`src/rtl/srmon_pkg.sv`:
```
package srmon_pkg;

    typedef enum logic [1:0] {
        PH_IDLE  = 2'd0,
        PH_WRITE = 2'd1,
        PH_POST  = 2'd2
    } phase_t;

    localparam int NRULE    = 8;
    localparam int RB_PULSE = 0;
    localparam int RB_SETUP = 1;
    localparam int RB_ADDR  = 2;
    localparam int RB_RECOV = 3;
    localparam int RB_HOLD  = 4;
    localparam int RB_EARLY = 5;
    localparam int RB_HIZ   = 6;
    localparam int RB_CEDRV = 7;

endpackage

```
`src/rtl/srmon_sampler.sv`:
```
module srmon_sampler #(
    parameter int ADDR_W = 13,
    parameter int DATA_W = 8
) (
    input  logic              clk,
    input  logic              rst_n,
    input  logic              ce_n,
    input  logic              we_n,
    input  logic              dq_drive,
    input  logic [ADDR_W-1:0] addr,
    input  logic [DATA_W-1:0] wdata,
    output logic              s_ce,
    output logic              s_we,
    output logic              p_ce,
    output logic              p_we,
    output logic              s_drv,
    output logic              p_drv,
    output logic              addr_chg,
    output logic              data_chg
);
    // bus vector layout: {ce, we, drv, addr, data}
    localparam int BW = 3 + ADDR_W + DATA_W;
    localparam logic [BW-1:0] BUS_RST = {2'b11, {(BW-2){1'b0}}};

    logic [BW-1:0] cur_q;
    logic [BW-1:0] prv_q;

    always_ff @(posedge clk or negedge rst_n) begin
        if (!rst_n) begin
            cur_q <= BUS_RST;
            prv_q <= BUS_RST;
        end else begin
            cur_q <= {ce_n, we_n, dq_drive, addr, wdata};
            prv_q <= cur_q;
        end
    end

    assign s_ce     = cur_q[BW-1];
    assign s_we     = cur_q[BW-2];
    assign s_drv    = cur_q[BW-3];
    assign p_ce     = prv_q[BW-1];
    assign p_we     = prv_q[BW-2];
    assign p_drv    = prv_q[BW-3];
    assign addr_chg = cur_q[DATA_W +: ADDR_W] != prv_q[DATA_W +: ADDR_W];
    assign data_chg = cur_q[DATA_W-1:0] != prv_q[DATA_W-1:0];

endmodule

```
`src/rtl/srmon_tracker.sv`:
```
module srmon_tracker
    import srmon_pkg::*;
#(
    parameter int CNT_W = 8,
    parameter int T_WP  = 6,
    parameter int T_DW  = 3,
    parameter int T_WR1 = 1,
    parameter int T_WR2 = 2,
    parameter int T_DH1 = 0,
    parameter int T_DH2 = 1,
    parameter int T_OW  = 1,
    parameter int T_WZ  = 2
) (
    input  logic             clk,
    input  logic             rst_n,
    input  logic             s_ce,
    input  logic             s_we,
    input  logic             p_ce,
    input  logic             p_we,
    input  logic             s_drv,
    input  logic             p_drv,
    input  logic             addr_chg,
    input  logic             data_chg,
    output logic [NRULE-1:0] viol
);
    localparam int MX_A   = (T_WR1 > T_WR2) ? T_WR1 : T_WR2;
    localparam int MX_B   = (T_DH1 > T_DH2) ? T_DH1 : T_DH2;
    localparam int MX_C   = (MX_A > MX_B) ? MX_A : MX_B;
    localparam int SPAN   = ((MX_C > T_OW) ? MX_C : T_OW) + 1;
    localparam logic [CNT_W-1:0] CMAX   = '1;
    localparam logic [CNT_W-1:0] L_WP   = CNT_W'(T_WP);
    localparam logic [CNT_W-1:0] L_DW   = CNT_W'(T_DW);
    localparam logic [CNT_W-1:0] L_WR1  = CNT_W'(T_WR1);
    localparam logic [CNT_W-1:0] L_WR2  = CNT_W'(T_WR2);
    localparam logic [CNT_W-1:0] L_DH1  = CNT_W'(T_DH1);
    localparam logic [CNT_W-1:0] L_DH2  = CNT_W'(T_DH2);
    localparam logic [CNT_W-1:0] L_OW   = CNT_W'(T_OW);
    localparam logic [CNT_W-1:0] L_WZ   = CNT_W'(T_WZ);
    localparam logic [CNT_W-1:0] L_SPAN = CNT_W'(SPAN);

    function automatic logic [CNT_W-1:0] bump(input logic [CNT_W-1:0] v);
        return (v == CMAX) ? v : v + 1'b1;
    endfunction

    phase_t state, state_nx;
    logic [CNT_W-1:0] win_len;    // window samples ending at previous sample
    logic [CNT_W-1:0] dat_age;    // data run length ending at previous sample
    logic [CNT_W-1:0] we_age;     // samples since write enable fell
    logic [CNT_W-1:0] post_age;   // samples since write ended (in POST)
    logic             term_we_q;
    logic             ce_open_q;

    logic             win, open_now, close_now, post_act, term_we, ce_open, drv_rise;
    logic [CNT_W-1:0] elapsed, rec_lim, hold_lim;

    assign win       = !s_ce && !s_we;
    assign open_now  = win && (state != PH_WRITE);
    assign close_now = !win && (state == PH_WRITE);
    assign post_act  = close_now || (state == PH_POST);
    assign elapsed   = close_now ? '0 : post_age;
    assign term_we   = close_now ? s_we : term_we_q;
    assign ce_open   = open_now ? p_ce : ce_open_q;
    assign drv_rise  = s_drv && !p_drv;
    assign rec_lim   = term_we ? L_WR1 : L_WR2;
    assign hold_lim  = term_we ? L_DH1 : L_DH2;

    // next-state selection
    always_comb begin
        state_nx = state;
        unique case (state)
            PH_IDLE:  if (win) state_nx = PH_WRITE;
            PH_WRITE: if (!win) state_nx = PH_POST;
            PH_POST:  if (win) state_nx = PH_WRITE;
                      else if (post_age >= L_SPAN) state_nx = PH_IDLE;
            default:  state_nx = PH_IDLE;
        endcase
    end

    // state register
    always_ff @(posedge clk or negedge rst_n) begin
        if (!rst_n) state <= PH_IDLE;
        else        state <= state_nx;
    end

    // timers and write classification
    always_ff @(posedge clk or negedge rst_n) begin
        if (!rst_n) begin
            win_len   <= '0;
            dat_age   <= '0;
            we_age    <= '0;
            post_age  <= '0;
            term_we_q <= 1'b1;
            ce_open_q <= 1'b0;
        end else begin
            win_len  <= win ? bump(win_len) : '0;
            dat_age  <= data_chg ? CNT_W'(1) : bump(dat_age);
            we_age   <= s_we ? '0 : bump(we_age);
            if (close_now)               post_age <= CNT_W'(1);
            else if (state == PH_POST)   post_age <= bump(post_age);
            else                         post_age <= '0;
            if (close_now) term_we_q <= s_we;
            if (open_now)  ce_open_q <= p_ce;
        end
    end

    // rule evaluation
    always_comb begin
        viol = '0;
        if (close_now && (win_len < L_WP))              viol[RB_PULSE] = 1'b1;
        if (close_now && (dat_age < L_DW))              viol[RB_SETUP] = 1'b1;
        if (win && (state == PH_WRITE) && addr_chg)     viol[RB_ADDR]  = 1'b1;
        if (post_act && addr_chg && (elapsed < rec_lim))  viol[RB_RECOV] = 1'b1;
        if (post_act && data_chg && (elapsed < hold_lim)) viol[RB_HOLD]  = 1'b1;
        if (post_act && drv_rise && (elapsed < L_OW))   viol[RB_EARLY] = 1'b1;
        if (win && s_drv && (we_age > L_WZ))            viol[RB_HIZ]   = 1'b1;
        if (win && s_drv && ce_open)                    viol[RB_CEDRV] = 1'b1;
    end

    // WRITE phase always mirrors an open window in the previous sample
    a_r2_write_tracks_window: assert property (@(posedge clk) disable iff (!rst_n)
        (state == PH_WRITE) |-> (!p_ce && !p_we));
    // address flag only between two in-window samples
    a_r4_addr_inside_window: assert property (@(posedge clk) disable iff (!rst_n)
        viol[RB_ADDR] |-> (!s_ce && !s_we && !p_ce && !p_we));
    // recovery judged only after a write has ended
    a_r6_recov_after_end: assert property (@(posedge clk) disable iff (!rst_n)
        viol[RB_RECOV] |-> (state != PH_IDLE) && !(!p_ce && !p_we && !s_ce && !s_we));
    // late high-Z needs write enable low for more than one sample
    a_r9_hiz_we_low: assert property (@(posedge clk) disable iff (!rst_n)
        viol[RB_HIZ] |-> (!s_we && !p_we && s_drv));
    // chip-enable opened drive only inside a write
    a_r10_cedrv_in_write: assert property (@(posedge clk) disable iff (!rst_n)
        viol[RB_CEDRV] |-> (s_drv && !s_ce && !s_we));

endmodule

```
`src/rtl/srmon_flags.sv`:
```
module srmon_flags #(
    parameter int NR = 8
) (
    input  logic          clk,
    input  logic          rst_n,
    input  logic [NR-1:0] viol,
    output logic [NR-1:0] flags,
    output logic          err_pulse
);
    for (genvar g = 0; g < NR; g++) begin : g_flag
        always_ff @(posedge clk or negedge rst_n) begin
            if (!rst_n)       flags[g] <= 1'b0;
            else if (viol[g]) flags[g] <= 1'b1;
        end
    end

    always_ff @(posedge clk or negedge rst_n) begin
        if (!rst_n) err_pulse <= 1'b0;
        else        err_pulse <= |viol;
    end

    // flags never clear outside reset
    a_r11_sticky: assert property (@(posedge clk) disable iff (!rst_n)
        (($past(flags) & ~flags) == '0));
    // any violation yields a pulse on the next cycle
    a_r11_pulse_follows: assert property (@(posedge clk) disable iff (!rst_n)
        (viol != '0) |=> err_pulse);
    // a pulse is always accompanied by a set flag
    a_r11_pulse_has_flag: assert property (@(posedge clk) disable iff (!rst_n)
        err_pulse |-> (flags != '0));

endmodule

```
`src/rtl/sram_wr_monitor.sv`:
```
module sram_wr_monitor
    import srmon_pkg::*;
#(
    parameter int ADDR_W = 13,
    parameter int DATA_W = 8,
    parameter int CNT_W  = 8,
    parameter int T_WP   = 6,
    parameter int T_DW   = 3,
    parameter int T_WR1  = 1,
    parameter int T_WR2  = 2,
    parameter int T_DH1  = 0,
    parameter int T_DH2  = 1,
    parameter int T_OW   = 1,
    parameter int T_WZ   = 2
) (
    input  logic              clk,
    input  logic              rst_n,
    input  logic              ce_n,
    input  logic              we_n,
    input  logic [ADDR_W-1:0] addr,
    input  logic [DATA_W-1:0] wdata,
    input  logic              dq_drive,
    output logic [7:0]        viol_flags,
    output logic              err_pulse
);
    logic s_ce, s_we, p_ce, p_we, s_drv, p_drv, addr_chg, data_chg;
    logic [NRULE-1:0] viol;

    srmon_sampler #(.ADDR_W(ADDR_W), .DATA_W(DATA_W)) u_smp (
        .clk(clk), .rst_n(rst_n), .ce_n(ce_n), .we_n(we_n), .dq_drive(dq_drive),
        .addr(addr), .wdata(wdata),
        .s_ce(s_ce), .s_we(s_we), .p_ce(p_ce), .p_we(p_we),
        .s_drv(s_drv), .p_drv(p_drv), .addr_chg(addr_chg), .data_chg(data_chg)
    );

    srmon_tracker #(
        .CNT_W(CNT_W), .T_WP(T_WP), .T_DW(T_DW), .T_WR1(T_WR1), .T_WR2(T_WR2),
        .T_DH1(T_DH1), .T_DH2(T_DH2), .T_OW(T_OW), .T_WZ(T_WZ)
    ) u_trk (
        .clk(clk), .rst_n(rst_n), .s_ce(s_ce), .s_we(s_we), .p_ce(p_ce), .p_we(p_we),
        .s_drv(s_drv), .p_drv(p_drv), .addr_chg(addr_chg), .data_chg(data_chg),
        .viol(viol)
    );

    srmon_flags #(.NR(NRULE)) u_flg (
        .clk(clk), .rst_n(rst_n), .viol(viol), .flags(viol_flags), .err_pulse(err_pulse)
    );

endmodule

```
`config.mk`:
```
export PLATFORM = sky130hd
export DESIGN_NAME = sram_wr_monitor
export DESIGN_NICKNAME = d
export VERILOG_FILES = /design/src/rtl/srmon_pkg.sv /design/src/rtl/srmon_sampler.sv /design/src/rtl/srmon_tracker.sv /design/src/rtl/srmon_flags.sv /design/src/rtl/sram_wr_monitor.sv
export SDC_FILE = /design/constraint.sdc
export NUM_CORES = 1
export LEC_CHECK = 0
export BUFFER_PORTS_ARGS = -buffer_cell sky130_fd_sc_hd__buf_2
export CORE_MARGIN = 2
export CORE_UTILIZATION = 50
export DETAILED_ROUTE_END_ITERATION = 10
export GPL_TIMING_DRIVEN = 0
export MAX_ROUTING_LAYER = met4
export PLACE_DENSITY_LB_ADDON = 0.3
export SYNTH_ARGS = -nofsm -noshare
export SYNTH_HDL_FRONTEND = slang
export SYNTH_SLANG_ARGS = --single-unit
```
`constraint.sdc`:
```
create_clock -name clk -period 2.6 [get_ports clk]
set_input_delay 0.26 -clock clk [delete_from_list [all_inputs] [get_ports clk]]
set_output_delay 0.26 -clock clk [all_outputs]
set_load 0.01 [all_outputs]
```
[Yosys cells after proc, flatten, opt, wreduce, memory -nomap -nowiden]
Cells that the tools add are included.
Word-level totals
  output and inout port bits: 9
  input bits: 26
  logic and storage cells: 97
  register bits after elaboration: 93
Cells by class
  mux-type cells: 27
  reduce and logical (&&, ||, !) cells: 25
  order comparisons: 7
  add/sub/neg operators: 4
  equal/unequal tests: 16
Operator list (number)
  $mux 8: 10
  $add 8x1->8 const B: 4
  $eq 8x8->1 const B: 4
  $logic_and 1x1->1: 17
  $lt 8x8->1: 2
  $ne 13x13->1: 1
  $mux 1: 11
  $mux 2: 5
  $ge 8x2->1 const B: 1
  $gt 8x2->1 const B: 1
  $lt 8x1->1 const B: 1
  $lt 8x2->1 const B: 1
  $lt 8x3->1 const B: 1
  $ne 2x2->1 const B: 4
  $ne 8x8->1: 1
  $reduce_or 8->1: 1
  $pmux 2 s3: 1
  $logic_not 1->1: 4
  $ne 2x1->1 const B: 2
  $ne 3x1->1 const B: 1
  $ne 3x2->1 const B: 1
  $reduce_and 3->1: 1
  $eq 2x1->1 const B: 1
  $eq 2x2->1 const B: 1
  2 further kinds: 2

[Depth between registers and ports, before layout]
Gate-level depths: netlist of run 1.
  word-level depth: 10
  depth in mapped cells: 7

[Hierarchy]
A second synthesis of run 1 with hierarchy kept.
Second synthesis, totals
  cell total of the unflattened synthesis: 319
  area total of the unflattened synthesis: 3829.9 um^2
Modules (own cells, without submodules)
  srmon_tracker: area each 2100.8 um^2, cells an instance 223, instances 1, sequential area each 902.1 um^2
  srmon_sampler: area each 1437.6 um^2, cells an instance 76, instances 1, sequential area each 1206.2 um^2
  srmon_flags: area each 291.5 um^2, cells an instance 20, instances 1, sequential area each 225.2 um^2

[Worst setup path before layout of run 1]
No wires, ideal clock.
  kind: flip-flop to flip-flop
  from: reg u_trk.we_age[4]
  to: reg u_flg.err_pulse
  arrival time: 1.766 ns
  data required time: 2.476 ns
  path buffers: 0
  stages on the path, launching flop included: 6
  library setup time: 0.124 ns
  setup slack: 0.710 ns
  cell sequence: dfrtp_1 -> or4_4 -> a2111oi_4 -> a21oi_2 -> a211o_1 -> a211o_1
On the way
  longest elaborated chain between the ends: 4
Ends and longest elaborated chain
  start, declared: RTL line srmon_tracker.sv:48  | logic [CNT_W-1:0] we_age;
  start signal, assigned: RTL line srmon_tracker.sv:97  | we_age <= s_we ? '0 : bump(we_age);
  $gt 8x2->1: RTL line srmon_tracker.sv:115  | if (win && s_drv && (we_age > L_WZ)) viol[RB_HIZ] = 1'b1;
  $logic_and 1x1->1: RTL line srmon_tracker.sv:115
  $mux 1: RTL line srmon_tracker.sv:115
  $reduce_or 8->1: RTL line srmon_flags.sv:19  | else err_pulse <= |viol;
  end signal, assigned: RTL line srmon_flags.sv:19
  end, declared: RTL line srmon_flags.sv:8  | output logic err_pulse
No other way between the ends.
A chain may end at the register's enable or synchronous reset.

[Worst setup path after layout of run 1]
  from: reg u_smp.cur_q[22]
  to: reg u_flg.err_pulse
On the way
  longest elaborated chain between the ends: 10
  elaborated cells between the ends (all ways): 36
Ends and longest elaborated chain
  start, declared: RTL line srmon_sampler.sv:25  | logic [BW-1:0] cur_q;
  start signal, assigned: RTL line srmon_sampler.sv:33  | cur_q <= {ce_n, we_n, dq_drive, addr, wdata};
  $logic_not 1->1: RTL line srmon_tracker.sv:56  | assign win = !s_ce && !s_we;
  $logic_and 1x1->1: RTL line srmon_tracker.sv:56
  $logic_not 1->1: RTL line srmon_tracker.sv:58  | assign close_now = !win && (state == PH_WRITE);
  $logic_and 1x1->1: RTL line srmon_tracker.sv:58
  $mux 1 *: RTL line srmon_tracker.sv:61  | assign term_we = close_now ? s_we : term_we_q;
  via u_trk.term_we: RTL line srmon_tracker.sv:53  | logic win, open_now, close_now, post_act, term_we, ce_open, drv_rise;
  $mux 2 or $mux 1 (tied branches): RTL line srmon_tracker.sv:64, srmon_tracker.sv:65
  $lt 8x8->1 (on tied branches): RTL line srmon_tracker.sv:112, srmon_tracker.sv:113
  $logic_and 1x1->1 (on tied branches): RTL line srmon_tracker.sv:112, srmon_tracker.sv:113
  $mux 1 (on tied branches): RTL line srmon_tracker.sv:112, srmon_tracker.sv:113
  $reduce_or 8->1 *: RTL line srmon_flags.sv:19
The timed path passes the listed nets; every way through them passes the cells marked *.

==> results of run 1 <==
sequential cells by signal (all words and copies together), names as in the netlist:
signal           flops
u_smp.cur_q         24
u_trk.win_len        8
u_trk.term_we_q      1
u_trk.ce_open_q      1
u_trk.state          2
u_trk.dat_age        8
u_flg.err_pulse      1
u_flg.flags          8
u_trk.we_age         8
u_smp.prv_q         23
u_trk.post_age       8
final timing paths:
| path | startpoint | cells after the start | end | slack [ps] |
|---|---|---|---|---|
| setup / recovery | u_smp.cur_q[22]$_DFF_PN1_ | 7 | u_flg.err_pulse$_DFF_PN0_ | 520 |
| hold / removal | addr[6] | 1 | u_smp.cur_q[14]$_DFF_PN0_ | 7 |
| setup reg to reg | u_smp.cur_q[22]$_DFF_PN1_ | 7 | u_flg.err_pulse$_DFF_PN0_ | 520 |
| hold reg to reg | u_smp.cur_q[23]$_DFF_PN1_ | 0 | u_smp.prv_q[23]$_DFF_PN1_ | 390 |
| max in group asynchronous | rst_n | 3 | u_smp.cur_q[23]$_DFF_PN1_ | 1590 |
| min in group asynchronous | rst_n | 2 | u_trk.dat_age[4]$_DFFE_PN0P_ | 330 |
area by class of cell:
class / count / area share, %
buffer: 5 / 0.6486
clock buffer: 11 / 3.412
timing repair buffer: 56 / 9.250
tap: 99 / 2.792
clock inverter: 5 / 1.466
inverter: 4 / 0.3384
multi-input combinational: 213 / 30.09
sequential: 92 / 52.00
power by group through the flow:
stage | sequential [W] | combinational (W) | clock [W]
floorplan | 0.00158 | 0.000126 | 0
global placement | 0.00158 | 0.000216 | 0
detailed placement | 0.00159 | 0.000227 | 0
CTS | 0.00156 | 0.000252 | 0.00103
global route | 0.00157 | 0.000282 | 0.00111
finish | 0.00156 | 0.000248 | 0.00101
placed cells by master, fill, tap and decap left out, types with 2 or more instances in the layout:
master and n:
nor4_1 7, xor2_1 23, dfrtp_1 88, nor3b_1 2, nand2_1 27, buf_2 33
a31oi_1 5, a21oi_1 6, a22oi_1 2, clkinv_4 2, ha_1 6, nand4_1 8
o21ai_0 6, clkbuf_1 4, and2_1 4, nand3_1 14, a21o_1 3, inv_1 4
clkbuf_8 12, a211o_1 2, a211oi_1 3, nand2b_1 3, or2_1 2, nand3b_1 2
nor2_1 35, nor3_1 11, xnor2_1 9, mux2i_1 3, dlygate4sd3_1 21, inv_6 2
dfstp_2 4, o21bai_1 5, and3_1 10
per-stage QoR:
stage	setup WS (ps)	cells	utilization (%)	hold slack (ps)	power (W)
after global placement	473.1	447	55.17	366.4	0.001801
after CTS	469.5	484	61.36	1.164	0.002842
after floorplan	710.4	314	-	-35.59	0.001709
after detailed placement	496.9	448	55.58	164.5	0.001814
after global routing	375.6	485	61.50	1.242	0.002959
final	515.6	485	61.50	6.620	0.002818
cells by family after synthesis:
group | after synthesis | synth area share, %
AO/OA/AOI/OAI | 38 | 7.434
buffers and inverters | 9 | 1.188
flip-flops | 92 | 62.59
AND/OR/NAND/NOR | 134 | 18.33
adder cells (fa/ha/maj) | 6 | 2.037
multiplexers | 3 | 0.8147
XOR/XNOR | 32 | 7.604
routing by layer:
layer	vias up	track usage, %
met5	-	-
met3	11	2.850
met2	56	28.91
li1	1229	-
met1	1208	23.54
met4	0	7.692
worst max-delay path: stages (launching register included):
cell and delay [ps]:
dfstp_2 550, clkbuf_1 380, a22oi_1 190, inv_1 120, ha_1 140, a31oi_1 90, a21o_2 220, a211o_1 290
==> flow_summary.toml, run 1 <==
[clock_tree]
cts_hold_buf = 20
cts_tree = "done"
post-cts-setup-buffers = 0
clk_pin_slew_ps = 90
clk_latency_ps = 350
post_cts_resized = 0
clock_path_buffers = 2
ctsRootBufferMaster = "clkbuf_8"
cts-htree-levels = 3
cts-buffers-inserted = 9
clkSinkCount = 92

[detailed_routing]
drt-wirelength-per-cell_um = 13.42
num_vias = 2504
post-route-drc-count = 0
dr.pass1.iters = 4
drt_iter0_drc = 140
viasPerCell = 5.163
antenna_left = 0
dr.max_layer_used = "met4"
met1_length_um = 3070
dr_wl_met3_um = 241
met2WireLength_um = 3073
drt-total-wl_um = 6509

[grt]
grt.total_usage_pct = 18.16
antenna_found_initial = 0
grt_pass1_vias = 2502
grt_pass1_wl_um = 11430
grt_max_degree = 73
grt-ovfl-total = 0

[status]
status = "finished clean"

[die]
core-area_sq_mm = 0.007214
die-height_um = 89.86
die-width_um = 89.86
ios = 35
die_area_sq_mm = 0.008075
initial_core_util_pct = 51.09
row_count = 31

[synth]
ys_ff_latch = 92
yosysWarningCount = 0
yosysTopAreaCell = "dfrtp_1"
synth_area_leaders = "dfrtp_1 (60%), xor2_1 (5.5%), nor2_1 (3.6%)"
synth_edf_count = 0
synth_nets = 346
synth_most_common_cell = "dfrtp_1"
synth_cell_types = 44
synth-main-ff-cell = "dfrtp_1"
syn_area_per_cell_sq_um = 11.74
synth_area_sq_mm = 0.003686
synth_common_cells = "dfrtp_1 (88), nor2_1 (35), nand2_1 (27)"
async_reset_ff_share_pct = 100.0
synthCells = 314
synth_top_area_share_pct = 59.74
synth-seq-area-share_pct = 62.59

[setup_path]
crit_fanout = 10
worstPathArrival_ps = 2320
cp-end-kind = "flop"
critPathRequiredTime_ps = 2840
start_kind = "flop"
crit_type = "reg -> reg"

[timing]
final.period_utilization_pct = 80.17
hold_viol = 0
slew_headroom_pct = 60.98
max_freq_ghz = 0.4798
worstMarginPinSlew_ps = 577.7
fin_crit_ps = 2084
drv_slew = 0
grt_setup_unrepaired = "no"
fin_skew_ps = 11.35
setup_tns_ps = 0
setup-violations-final = 0

[power]
clkPwrFrac_pct = 35.9
p_comb_share_pct = 8.8
power_per_cell_area_mw_per_mm2 = 635.2
swShare_pct = 24.06
vdd_drop_max_uv = 531.8
power.leakage_nw = 1.972
pwr-share-seq_pct = 55.3
power_switching_w = 0.0006782
p_int_w = 0.002140

[final_layout]
drive_gt1_share_pct = 16.84
regArea_sq_mm = 0.002307
fin_area_sq_mm = 0.004437
nNetsFinal = 413
n_antenna_cell = 0
multi_input_area_sq_mm = 0.001335
fillers = 608
syn2layout_area_growth_pct = 20.37

[place]
post-dp-hpwl_um = 4215
globalplace.congestion = 0.8305
place_area_sq_mm = 0.004010
port_buffers = 34

[hold_path]
hp-class = "in -> reg"

[flow_run]
maxCapViolations = 0
Note: power is estimated with default switching activity, not from simulation.
==> run 2: changes to the inputs <==
- clock period: 2.6 -> 1.7 ns (I/O delays scaled with it)
==> flow_summary.toml, run 2 (synthesis gave the netlist of run 1 again) <==
[status]
status = "complete, but fails checks"
violations = "setup timing"

[timing]
max_freq_ghz = 0.5253
hold_viol = 0
worstMarginPinSlew_ps = 444.2
final.period_utilization_pct = 112.0
setup-violations-final = 1
grt_setup_unrepaired = "yes"
fin_crit_ps = 1904
setup_ws_ps = -203.6
setup_tns_ps = -203.6
drv_slew = 0
fin_skew_ps = 9.711
slew_headroom_pct = 70.39

[die]
initial_core_util_pct = 51.09
core-area_sq_mm = 0.007214
die_area_sq_mm = 0.008075
die-height_um = 89.86
die-width_um = 89.86
row_count = 31
ios = 35

[final_layout]
largest_registers = "u_smp.cur_q x24, u_smp.prv_q x23"
most-common-layout-cells = "dfrtp_1 (83), nor2_1 (35), buf_2 (34), nand2_1 (26), dlygate4sd3_1 (25)"
final_cell_count_no_fill = 505
nNetsFinal = 433
drive_gt1_share_pct = 26.35
mostFrequentLayoutCell = "dfrtp_1"
top_register = "u_smp.cur_q"
fillers = 559
syn2layout_area_growth_pct = 28.31
multi_input_area_sq_mm = 0.001465
regArea_sq_mm = 0.002313
final_util_pct = 65.56
n_antenna_cell = 0
largest_reg_flops = 24

[power]
vdd_drop_max_uv = 722.2
power_per_cell_area_mw_per_mm2 = 909.4
total_power_w = 0.004301
power.leakage_nw = 2.077

[hold_path]
hp-class = "in -> async"

[setup_path]
crit_fanout = 5
critPathRequiredTime_ps = 1940
crit_start = "u_trk.we_age[2]$_DFFE_PN0P_"
worst_path_max_delay_cell = "or4_4"
r2r_end = "u_flg.err_pulse$_DFF_PN0_"
cpPeakStageDelay_ps = 540
ff2ff_path_depth = 5
crit_path_end = "u_flg.err_pulse$_DFF_PN0_"
worstPathArrival_ps = 2140
crit_family = "compound AO/OA/AOI/OAI gates"
crit_type = "reg -> reg"
regToRegSetupSlack_ps = -200
timing.rr.start = "u_trk.we_age[2]$_DFFE_PN0P_"
worstPathCellList = "or4_4 -> a2111oi_4 -> a21oi_2 -> a211o_1 -> a211o_1"
critPathMostFrequentCell = "a211o_1"
cp_num_cells = 5
start_kind = "flop"
cp-end-kind = "flop"
cp_num_buf_inv = 0

[clock_tree]
clkSinkCount = 92
clk_pin_slew_ps = 100
clock_path_buffers = 2
cts-buffers-inserted = 9
cts-htree-levels = 3
clk_latency_ps = 360
cts_tree = "done"
ctsRootBufferMaster = "clkbuf_8"

[detailed_routing]
dr.pass1.iters = 4
drt-total-wl_um = 7043
num_vias = 2595
antenna_left = 0
post-route-drc-count = 0
drt_iter0_drc = 115
drt-wirelength-per-cell_um = 13.95
viasPerCell = 5.139

[grt]
grt_max_degree = 64
grt.total_usage_pct = 18.44
antenna_found_initial = 0
grt_pass1_wl_um = 11650
grt-ovfl-total = 0
grt_pass1_vias = 2564

[place]
globalplace.congestion = 0.8530
port_buffers = 34
post-dp-hpwl_um = 4536
dp.cells = 448
pre_cts_ws_ps = -270.8

[flow_run]
maxCapViolations = 0
-- run 2: cell types whose count changed in the layout (fill, tap and decap cells not counted), sizes merged --
cell / before / now
buf: 35 / 54
bufinv: 1 / 0
clkbuf: 16 / 11
clkinvlp: 0 / 1
dlygate4sd3: 21 / 25
inv: 6 / 8
-- run 2: final cells by class --
cell class | instances | share of cell area (%)
sequential | 92 | 48.92
multi-input combinational | 213 | 30.98
timing repair buffer | 78 | 12.38
clock buffer | 9 | 2.619
tap | 99 | 2.619
clock inverter | 7 | 1.693
buffer | 3 | 0.4762
inverter | 4 | 0.3175
-- run 2: worst min-delay path by stage --
stage                                         endpoint  startpoint  depth (start not counted)  slack [ps]
after floorplan              u_flg.err_pulse$_DFF_PN0_       rst_n                          0        -130
after global placement       u_smp.cur_q[12]$_DFF_PN0_     addr[4]                          1         280
after detailed placement  u_trk.dat_age[6]$_DFFE_PN0P_       rst_n                          1         130
after CTS                 u_trk.dat_age[6]$_DFFE_PN0P_       rst_n                          2         290
after global routing      u_trk.dat_age[6]$_DFFE_PN0P_       rst_n                          2         320
final                     u_trk.dat_age[6]$_DFFE_PN0P_       rst_n                          2         280
-- run 2: report_power, final --
group	internal, W	leakage [nW]	total (W)	switching, W
registers	0.00231	1.11	0.00238	0.0000714
clock network	0.000586	0.0998	0.00142	0.000838
logic	0.000264	0.870	0.000500	0.000236
total	0.00316	2.08	0.00430	0.00114
-- run 2: metal layers --
layer | track usage, % | routed length [um] | vias to the layer above
li1 | - | - | 1265
met1 | 23.80 | 3184 | 1274
met2 | 29.86 | 3571 | 54
met3 | 4.778 | 255 | 2
met4 | 4.103 | 31 | 0
met5 | - | 0 | -
-- run 2: what timing repair did --
item / CTS / global route
hold buffers: 25 / 0
endpoints found under the setup margin: 16 / 12
hold endpoints to repair: 52 / 0
pin swaps: 2 / 6
gates resized for setup: 15 / 11
buffers inserted: 7 / 11
-- run 2: metrics by stage --
| stage | hold slack [ps] | instance area (sq um) |
|---|---|---|
| final | 283.6 | 4730 |
| after global placement | 277.3 | 4019 |
| after detailed placement | 134.5 | 4049 |
| after CTS | 288.2 | 4612 |
| after global routing | 316.4 | 4730 |
| after floorplan | -125.6 | 3725 |
==> run 3: changes to the inputs <==
- GPL_TIMING_DRIVEN: 0 -> 1
==> flow_summary.toml, run 3 (synthesis gave the netlist of run 1 again) <==
[detailed_routing]
viasPerCell = 5.062
drt_iter0_drc = 108
dr.pass1.iters = 4
post-route-drc-count = 0
drt-total-wl_um = 6985
num_vias = 2678
drt-wirelength-per-cell_um = 13.20
antenna_left = 0

[timing]
hold_viol = 0
drv_slew = 0
fin_crit_ps = 1855
worstMarginPinSlew_ps = 419.6
grt_setup_unrepaired = "yes"
final.period_utilization_pct = 109.1
max_freq_ghz = 0.5391
setup-violations-final = 2
slew_headroom_pct = 72.03
setup_ws_ps = -155.0
fin_skew_ps = 15.12

[final_layout]
largest_registers = "u_smp.cur_q x24, u_smp.prv_q x23"
nNetsFinal = 457
most-common-layout-cells = "dfrtp_1 (88), buf_4 (44), nor2_1 (35), buf_2 (33), nand2_1 (27)"
top_register = "u_smp.cur_q"
fin_area_sq_mm = 0.004842
drive_gt1_share_pct = 27.67
n_antenna_cell = 0
mostFrequentLayoutCell = "dfrtp_1"
multi_input_area_sq_mm = 0.001406
final_util_pct = 67.12
fillers = 547
syn2layout_area_growth_pct = 31.36
largest_reg_flops = 24
regArea_sq_mm = 0.002307

[grt]
antenna_found_initial = 0
grt_max_degree = 35
grt.total_usage_pct = 19.84
grt-ovfl-total = 0
grt_pass1_wl_um = 12260
grt_pass1_vias = 2637

[place]
globalplace.congestion = 0.8809
place_area_sq_mm = 0.004354
post-dp-hpwl_um = 4872
port_buffers = 34

[setup_path]
crit_type = "reg -> reg"
start_kind = "flop"
regToRegSetupSlack_ps = -160
crit_fanout = 2
worstPathArrival_ps = 2110
critPathRequiredTime_ps = 1950
cp-end-kind = "flop"

[power]
power.leakage_nw = 2.205
vdd_drop_max_uv = 722.7
power_per_cell_area_mw_per_mm2 = 896.7

[clock_tree]
clock_path_buffers = 2
clkSinkCount = 92
cts-htree-levels = 3
clk_latency_ps = 370
ctsRootBufferMaster = "clkbuf_8"
cts_tree = "done"
clk_pin_slew_ps = 100
cts-buffers-inserted = 9

[die]
ios = 35
die-width_um = 89.86
row_count = 31
initial_core_util_pct = 51.09
die_area_sq_mm = 0.008075
core-area_sq_mm = 0.007214
die-height_um = 89.86

[status]
status = "complete, but fails checks"
violations = "setup timing"

[flow_run]
maxCapViolations = 0

[hold_path]
hp-class = "in -> async"
[run 3: changes by cell type in the layout (fill, tap and decap cells not counted), sizes merged]
| cell | previous run | this run |
|---|---|---|
| clkinvlp | 1 | 2 |
| clkinv | 2 | 0 |
| buf | 54 | 80 |
| clkbuf | 11 | 10 |
[run 3: cell type report]
class,count,area share (%)
Clock buffer,10,2.842
Clock inverter,6,1.137
Inverter,4,0.3101
Multi-Input combinational cell,213,29.04
Sequential cell,92,47.65
Tap cell,99,2.558
Timing Repair Buffer,105,16.46
[run 3: routing by layer]
metal  global-route usage, %  routed length (um)  part of all wire, %
met5                       -                   0                    0
met4                   7.692                 107                  1.5
met3                   4.275                 280                  4.0
met2                   30.74                3433                   49
met1                   26.02                3163                   45
[run 3: power by group]
group / internal, W / switching (W) / total (W)
combinational: 0.000305 / 0.000250 / 0.000555
sequential: 0.00230 / 0.0000650 / 0.00237
clock: 0.000602 / 0.000815 / 0.00142
total: 0.00321 / 0.00113 / 0.00434
[run 3: worst paths after layout]
path / from / to / depth (start not counted)
worst min-delay path: rst_n / u_trk.dat_age[3]$_DFFE_PN0P_ / 2
max in group asynchronous: rst_n / u_trk.term_we_q$_DFF_PN1_ / 3
worst max-delay path: u_trk.we_age[6]$_DFFE_PN0P_ / u_flg.err_pulse$_DFF_PN0_ / 5
worst min register to register: u_smp.cur_q[20]$_DFF_PN0_ / u_smp.prv_q[20]$_DFF_PN0_ / 0
min in group clk: u_smp.cur_q[20]$_DFF_PN0_ / u_smp.prv_q[20]$_DFF_PN0_ / 0
worst max register to register: u_trk.we_age[6]$_DFFE_PN0P_ / u_flg.err_pulse$_DFF_PN0_ / 5
[run 3: critical path, cell delays in order, from the launching register on]
cell,delay [ps]
dfrtp_1,380
or4_4,540
a2111oi_4,250
a21oi_2,100
a211o_1,240
a211o_1,230
[run 3: metrics by stage]
step	cells	power, W	setup WS, ps	hold WS, ps	setup TNS, ps
floorplan	314	0.002648	-86.13	-125.6	-86.13
global placement	487	0.002880	-122.1	129.6	-160.4
detailed placement	487	0.002902	-176.4	138.2	-276.9
CTS	529	0.004392	-166.2	274.4	-166.2
global route	529	0.004576	-221.1	317.0	-340.4
finish	529	0.004342	-155.0	281.6	-163.9
[run 3: what timing repair did]
action                     4_1_cts  5_1_grt
pin swaps                        0        9
cloned                           0        0
buffers inserted                 1        0
setup endpoints to repair        6       11
hold buffers                    25        0
hold endpoints to repair        53        0
resized for setup                5        3
